<file path="config.mk">
export PLATFORM = sky130hd
export DESIGN_NAME = expr_stack
export DESIGN_NICKNAME = d
export VERILOG_FILES = /design/src/rtl/expr_stack_pkg.sv /design/src/rtl/stack_regfile.sv /design/src/rtl/stack_ctrl.sv /design/src/rtl/expr_stack.sv
export SDC_FILE = /design/constraint.sdc
export NUM_CORES = 1
export LEC_CHECK = 0
export BUFFER_PORTS_ARGS = -buffer_cell sky130_fd_sc_hd__buf_4
export CAP_MARGIN = 25
export CORE_MARGIN = 5
export CORE_UTILIZATION = 56
export CTS_CLUSTER_SIZE = 16
export DETAILED_ROUTE_END_ITERATION = 7
export PLACE_DENSITY = 0.82
export SLEW_MARGIN = 20
export SYNTH_ARGS = -nofsm -noshare
export SYNTH_HDL_FRONTEND = slang
export SYNTH_SLANG_ARGS = --single-unit
</file>
<file path="constraint.sdc">
create_clock -name clk -period 6.41 [get_ports clk]
set_clock_uncertainty 0.05 [all_clocks]
set_input_delay 0.9615 -clock clk [delete_from_list [all_inputs] [get_ports clk]]
set_output_delay 0.9615 -clock clk [all_outputs]
set_load 0.01 [all_outputs]
</file>
<file path="src/rtl/expr_stack_pkg.sv">
package expr_stack_pkg;
  typedef enum logic [3:0] {
    CMD_NOP     = 4'd0,
    CMD_PUSH    = 4'd1,
    CMD_POP     = 4'd2,
    CMD_ADD     = 4'd3,
    CMD_SUB     = 4'd4,
    CMD_AND     = 4'd5,
    CMD_OR      = 4'd6,
    CMD_XOR     = 4'd7,
    CMD_RECOVER = 4'd8
  } cmd_e;

  function automatic logic cmd_is_binary(input logic [3:0] c);
    return (c >= CMD_ADD) && (c <= CMD_XOR);
  endfunction
endpackage

</file>
<file path="src/rtl/stack_regfile.sv">
module stack_regfile #(
  parameter int WIDTH = 16,
  parameter int DEPTH = 8,
  localparam int AW = (DEPTH > 1) ? $clog2(DEPTH) : 1
) (
  input  logic             clk,
  input  logic             wr_en,
  input  logic [AW-1:0]    wr_addr,
  input  logic [WIDTH-1:0] wr_data,
  input  logic [AW-1:0]    rd_addr,
  output logic [WIDTH-1:0] rd_data
);
  logic [WIDTH-1:0] slot [DEPTH];

  for (genvar i = 0; i < DEPTH; i++) begin : g_slot
    always_ff @(posedge clk) begin
      if (wr_en && (wr_addr == AW'(i))) slot[i] <= wr_data;
    end
  end

  always_comb begin
    rd_data = '0;
    for (int j = 0; j < DEPTH; j++) begin
      if (rd_addr == AW'(j)) rd_data = slot[j];
    end
  end
endmodule

</file>
<file path="src/rtl/stack_ctrl.sv">
module stack_ctrl
  import expr_stack_pkg::*;
#(
  parameter int DEPTH = 8,
  localparam int AW = (DEPTH > 1) ? $clog2(DEPTH) : 1,
  localparam int CW = $clog2(DEPTH + 1)
) (
  input  logic          clk,
  input  logic          rst_n,
  input  logic [3:0]    cmd,
  output logic          ev_push,
  output logic          ev_pop,
  output logic          ev_bin,
  output logic          ev_rec,
  output logic          ev_reject,
  output logic          keep_top,
  output logic          wr_en,
  output logic [AW-1:0] wr_addr,
  output logic [AW-1:0] rd_addr,
  output logic          overflow,
  output logic          underflow
);
  logic [CW-1:0] cnt, hwm;
  logic is_push, is_pop, is_bin, is_rec;
  logic ovf_ev, unf_ev;

  assign is_push = (cmd == CMD_PUSH);
  assign is_pop  = (cmd == CMD_POP);
  assign is_bin  = cmd_is_binary(cmd);
  assign is_rec  = (cmd == CMD_RECOVER);

  assign ovf_ev = is_push && (cnt == CW'(DEPTH));
  assign unf_ev = (is_pop && (cnt == '0)) ||
                  (is_bin && (cnt < CW'(2))) ||
                  (is_rec && (cnt >= hwm));

  assign ev_push   = is_push && !ovf_ev;
  assign ev_pop    = is_pop  && !unf_ev;
  assign ev_bin    = is_bin  && !unf_ev;
  assign ev_rec    = is_rec  && !unf_ev;
  assign ev_reject = ovf_ev || unf_ev;
  assign keep_top  = ev_pop && (cnt == CW'(1));

  // Every accepted command parks the current top in the slot above the live entries.
  assign wr_en   = (ev_push || ev_pop || ev_bin || ev_rec) && (cnt != '0);
  assign wr_addr = AW'(cnt - CW'(1));
  assign rd_addr = ev_rec ? AW'(cnt) : AW'(cnt - CW'(2));

  always_ff @(posedge clk) begin
    if (!rst_n) begin
      cnt       <= '0;
      hwm       <= '0;
      overflow  <= 1'b0;
      underflow <= 1'b0;
    end else begin
      overflow  <= ovf_ev;
      underflow <= unf_ev;
      if (ev_push || ev_rec) cnt <= cnt + CW'(1);
      else if (ev_pop || ev_bin) cnt <= cnt - CW'(1);
      if (ev_push && ((cnt + CW'(1)) > hwm)) hwm <= cnt + CW'(1);
    end
  end

  assert_no_overflow_R3: assert property (@(posedge clk) disable iff (!rst_n)
    cnt <= CW'(DEPTH));
  assert_recover_limit_R8: assert property (@(posedge clk) disable iff (!rst_n)
    cnt <= hwm);
  assert_flags_exclusive_R6: assert property (@(posedge clk) disable iff (!rst_n)
    !(overflow && underflow));
  assert_reject_holds_count_R6: assert property (@(posedge clk) disable iff (!rst_n)
    ev_reject |=> $stable(cnt));
  assert_one_event_R9: assert property (@(posedge clk) disable iff (!rst_n)
    $onehot0({ev_push, ev_pop, ev_bin, ev_rec, ev_reject}));
endmodule

</file>
<file path="src/rtl/expr_stack.sv">
module expr_stack
  import expr_stack_pkg::*;
#(
  parameter int WIDTH = 16,
  parameter int DEPTH = 8,
  localparam int AW = (DEPTH > 1) ? $clog2(DEPTH) : 1
) (
  input  logic             clk,
  input  logic             rst_n,
  input  logic [3:0]       cmd,
  input  logic [WIDTH-1:0] din,
  output logic [WIDTH-1:0] tos,
  output logic             overflow,
  output logic             underflow
);
  logic ev_push, ev_pop, ev_bin, ev_rec, ev_reject, keep_top, wr_en;
  logic [AW-1:0] wr_addr, rd_addr;
  logic [WIDTH-1:0] rd_data, tos_q;

  function automatic logic [WIDTH-1:0] alu_eval(input logic [3:0] op,
                                                input logic [WIDTH-1:0] nos,
                                                input logic [WIDTH-1:0] top);
    case (op)
      CMD_ADD: return nos + top;
      CMD_SUB: return nos - top;
      CMD_AND: return nos & top;
      CMD_OR:  return nos | top;
      CMD_XOR: return nos ^ top;
      default: return top;
    endcase
  endfunction

  stack_ctrl #(.DEPTH(DEPTH)) u_ctrl (
    .clk(clk), .rst_n(rst_n), .cmd(cmd),
    .ev_push(ev_push), .ev_pop(ev_pop), .ev_bin(ev_bin), .ev_rec(ev_rec),
    .ev_reject(ev_reject), .keep_top(keep_top),
    .wr_en(wr_en), .wr_addr(wr_addr), .rd_addr(rd_addr),
    .overflow(overflow), .underflow(underflow)
  );

  stack_regfile #(.WIDTH(WIDTH), .DEPTH(DEPTH)) u_file (
    .clk(clk), .wr_en(wr_en), .wr_addr(wr_addr), .wr_data(tos_q),
    .rd_addr(rd_addr), .rd_data(rd_data)
  );

  always_ff @(posedge clk) begin
    if (!rst_n) tos_q <= '0;
    else if (ev_push) tos_q <= din;
    else if (ev_pop && !keep_top) tos_q <= rd_data;
    else if (ev_bin) tos_q <= alu_eval(cmd, rd_data, tos_q);
    else if (ev_rec) tos_q <= rd_data;
  end

  assign tos = tos_q;

  assert_push_loads_R2: assert property (@(posedge clk) disable iff (!rst_n)
    ev_push |=> (tos == $past(din)));
  assert_reject_keeps_top_R6: assert property (@(posedge clk) disable iff (!rst_n)
    ev_reject |=> $stable(tos));
  assert_idle_keeps_top_R9: assert property (@(posedge clk) disable iff (!rst_n)
    !(ev_push || ev_pop || ev_bin || ev_rec) |=> $stable(tos));
  assert_flag_follows_R3: assert property (@(posedge clk) disable iff (!rst_n)
    ev_reject |=> (overflow || underflow));
endmodule

</file>
==> results.py <==
metrics = {
    "outcome": {
        "status": "complete, no violations",
    },
    "place": {
        "hpwl_mm": 15.7,
        "gp_congestion": 0.936,
        "place_inst": 1083,
        "portBuffers": 39,
        "preCtsSetupSlack_ps": 836,
    },
    "timing": {
        "fin_hold_ws_ps": 480,
        "tns_ps": 0,
        "finalWorstSetupSlack_ps": 964,
        "tightest_slew_ps": 1040,
        "finalCritPeriodShare_pct": 85.0,
        "fin_crit_ps": 5450,
        "rsz0062_at_grt": "no",
        "finalMaxSlewViolations": 0,
        "hold_viol": 0,
        "setup_violations": 0,
        "maxClockFrequency_mhz": 184,
        "max_slew_margin_pct": 30.6,
    },
    "clock_tree": {
        "cts_tree": "built",
        "clkTransAtPathRegs_ps": 70,
        "postCtsSetupBuffers": 0,
        "cts-buffers-inserted": 17,
        "cts-htree-levels": 4,
        "insertion_delay_ps": 440,
        "post_cts.resized_instances": 0,
        "cts-root-buf": "clkbuf_16",
        "ctsHoldBuffers": 0,
        "cts_sinks": 154,
        "clk_path_buf_depth": 2,
    },
    "worst_hold_path": {
        "hold_depth": 2,
        "hp-start": "u_ctrl.hwm[1]",
        "holdPathEnd": "u_ctrl.hwm[1]",
        "hp-class": "flip-flop to flip-flop",
    },
    "setup_path": {
        "worstRegToRegCells": 22,
        "cp.required_ps": 6690,
        "worst-path-buf-inv": 2,
        "r2r-end": "tos[15]",
        "arrival_ps": 5720,
        "cp-end-kind": "flip-flop",
        "ff2ff_setup_slack_ps": 960,
        "cpPeakStageDelay_ps": 530,
        "cp_max_fo": 13,
        "rr_startpoint": "u_ctrl.cnt[0]",
        "cp_cell_sequence": "clkinv_1, ha_1, nand2b_1, a2111o_1, a21oi_4, mux2i_1, buf_4, a22oi_1, o22ai_1, a21oi_1, o21ai_0, ha_1, a21o_1, a21o_1, nand2_1, nand2b_1, a21o_1, a31oi_4, o21bai_2, a221oi_2, mux2i_1, a21o_1",
        "crit_type": "flip-flop to flip-flop",
        "critPathTopFamily": "compound AO/OA/AOI/OAI gates",
        "start_kind": "flip-flop",
        "cpMostUsedCell": "a21o_1",
        "critPathSlowestCell": "a2111o_1",
    },
    "floorplan": {
        "num_rows": 46,
        "core_area_sq_um": 15800,
        "fp.dieW_um": 137,
        "pin_count": 40,
        "die_y_um": 137,
        "start_util_pct": 57.0,
        "die_area_sq_um": 18800,
    },
    "final_layout": {
        "diodes": 0,
        "multi_input_area_sq_um": 4320,
        "drive_gt1_share_pct": 13.7,
        "areaGrowthSynthToFinish_pct": 12.6,
        "regArea_sq_um": 4370,
        "stdcell_count": 1116,
        "fill_cells": 1205,
        "finish.utilization_pct": 64.2,
        "fin_nets": 974,
    },
    "logic_synthesis": {
        "yosys_most_used_dff": "edfxtp_1",
        "ys_warn_count": 0,
        "syn_inst": 854,
        "yosysUniqueCellTypes": 80,
        "async_reset_ff_share_pct": 0,
        "syn_nets": 941,
        "synth_edf_count": 128,
        "ys_seq_area_share_pct": 48.3,
        "synth_seq_cells": 154,
        "syn_avg_cell_area_sq_um": 10.6,
        "syn_area_sq_um": 9030,
    },
    "detailed_routing": {
        "viasPerCell": 6.36,
        "wl_per_cell_um": 21.8,
        "drc_errors": 0,
        "drtIter0Drc": 832,
        "finalWirelength_mm": 24.4,
        "firstDrtPassIters": 5,
        "dr_total_vias": 7095,
        "antenna_left": 0,
    },
    "grt": {
        "overflow": 0,
        "grt_max_degree": 50,
        "grt_usage_pct": 27.0,
        "grt_pass1_vias": 6977,
        "grt_first_pass_wirelength_mm": 38.0,
        "antenna_found_initial": 0,
    },
    "power_and_ir_drop": {
        "power_frac_seq_pct": 25.4,
        "power_switching_uw": 2550,
        "internal_power_uw": 3170,
        "ir_drop_v": 0.000422,
        "p_leak_uw": 0.00393,
        "p_sw_share_pct": 44.6,
        "power_density_nw_per_um2": 562,
        "combPwrFrac_pct": 56.5,
        "pwr-share-clk_pct": 18.1,
    },
    "flow_run": {
        "maxCapViolCount": 0,
    },
}
[area by class of cell]
type                       instances  share of cell area, %
clock buffer                      17                   4.18
clock inverter                    15                   1.75
inverter                          48                   1.77
multi-input combinational        610                   42.5
sequential                       154                   42.9
tap                              216                   2.66
timing repair buffer              56                   4.21
[cell usage in the layout, fill, tap and decap left out, types with 13 or more instances in the layout]
cell type  Yosys  final
inv_1         46     46
nand3_1       28     28
o21ai_0       62     61
a21oi_1       46     46
a22oi_1       14     14
nor2_1        74     74
buf_4          0     55
xnor2_1       24     23
ha_1          64     64
clkbuf_16      0     17
mux2_2        13     13
edfxtp_1     128    128
mux2i_1       33     33
nand2_1       64     64
dfxtp_1       26     25
[power groups by stage]
stage               clock network, uW  logic [uW]  registers (uW)
floorplan                           0        2350            1410
global placement                    0        3050            1460
detailed placement                  0        3130            1470
CTS                              1040        3170            1440
global route                     1090        3550            1470
finish                           1040        3230            1450
[sequential cells by signal (all words and copies together), names as in the netlist]
register,cells
u_file.slot,128
u_ctrl.underflow,1
u_ctrl.cnt,4
u_ctrl.overflow,1
tos,16
u_ctrl.hwm,4
[logic make-up after synthesis]
family,synth area share (%)
mux,5.78
fa+ha+maj,9.20
simple gates,12.3
compound gates,18.0
flops,48.3
xor+xnor,2.52
buf+inv,3.89
[per-layer routing]
metal | GRT usage (%) | vias up | part of all wire [%]
met2 | 42.0 | 430 | 47
met4 | 11.9 | 0 | 3.2
li1 | - | 3241 | -
met3 | 5.07 | 70 | 9.9
met5 | 0 | - | 0
met1 | 36.9 | 3354 | 40
[cells in the mapped netlist (all sizes together) (8+ instances only)]
cell    count  area share [%]
xnor2      24             2.3
nor3       10            0.67
nand2      64             2.7
o21ai      68             3.9
buf         9            0.53
inv        47             2.0
nand3      29             1.7
nand2b     12            0.83
a22oi      14             1.2
o221ai      8            0.85
dfxtp      26             5.8
a21oi      48             2.8
o22ai      12            0.83
mux2i      34             3.9
clkbuf     33             1.4
edfxtp    128              43
ha         64             8.9
mux2       13             1.6
and2       11            0.76
a21o       11            0.91
nor2       74             3.1
a31oi       9            0.96
[worst reg2reg max path: stages, from the launching register on]
cell      delay, ps
dfxtp_2         330
clkinv_1         70
ha_1            320
nand2b_1        150
a2111o_1        530
a21oi_4         450
mux2i_1         260
buf_4           260
a22oi_1         110
o22ai_1         210
a21oi_1          80
o21ai_0         450
ha_1            380
a21o_1          210
a21o_1          190
nand2_1          80
nand2b_1         80
a21o_1          230
a31oi_4         210
o21bai_2        110
a221oi_2        310
mux2i_1         120
a21o_1          150
[worst max path at each step]
stage             startpoint  endpoint  slack [ps]  depth (start not counted)
2_1_floorplan  u_ctrl.cnt[0]   tos[15]         430                         26
4_1_cts        u_ctrl.cnt[0]   tos[15]        1020                         22
3_3_place_gp          cmd[1]   tos[15]        1080                         21
6_report       u_ctrl.cnt[0]   tos[15]         960                         22
3_5_place_dp          cmd[1]   tos[15]         840                         21
5_1_grt        u_ctrl.cnt[0]   tos[12]         720                         21
[through the flow]
stage               power, uW  area [sq um]
global route             6100         10200
detailed placement       4600          9550
finish                   5720         10200
CTS                      5660         10200
global placement         4500          9550
floorplan                3760          9030
(Power assumes the default switching activity.)
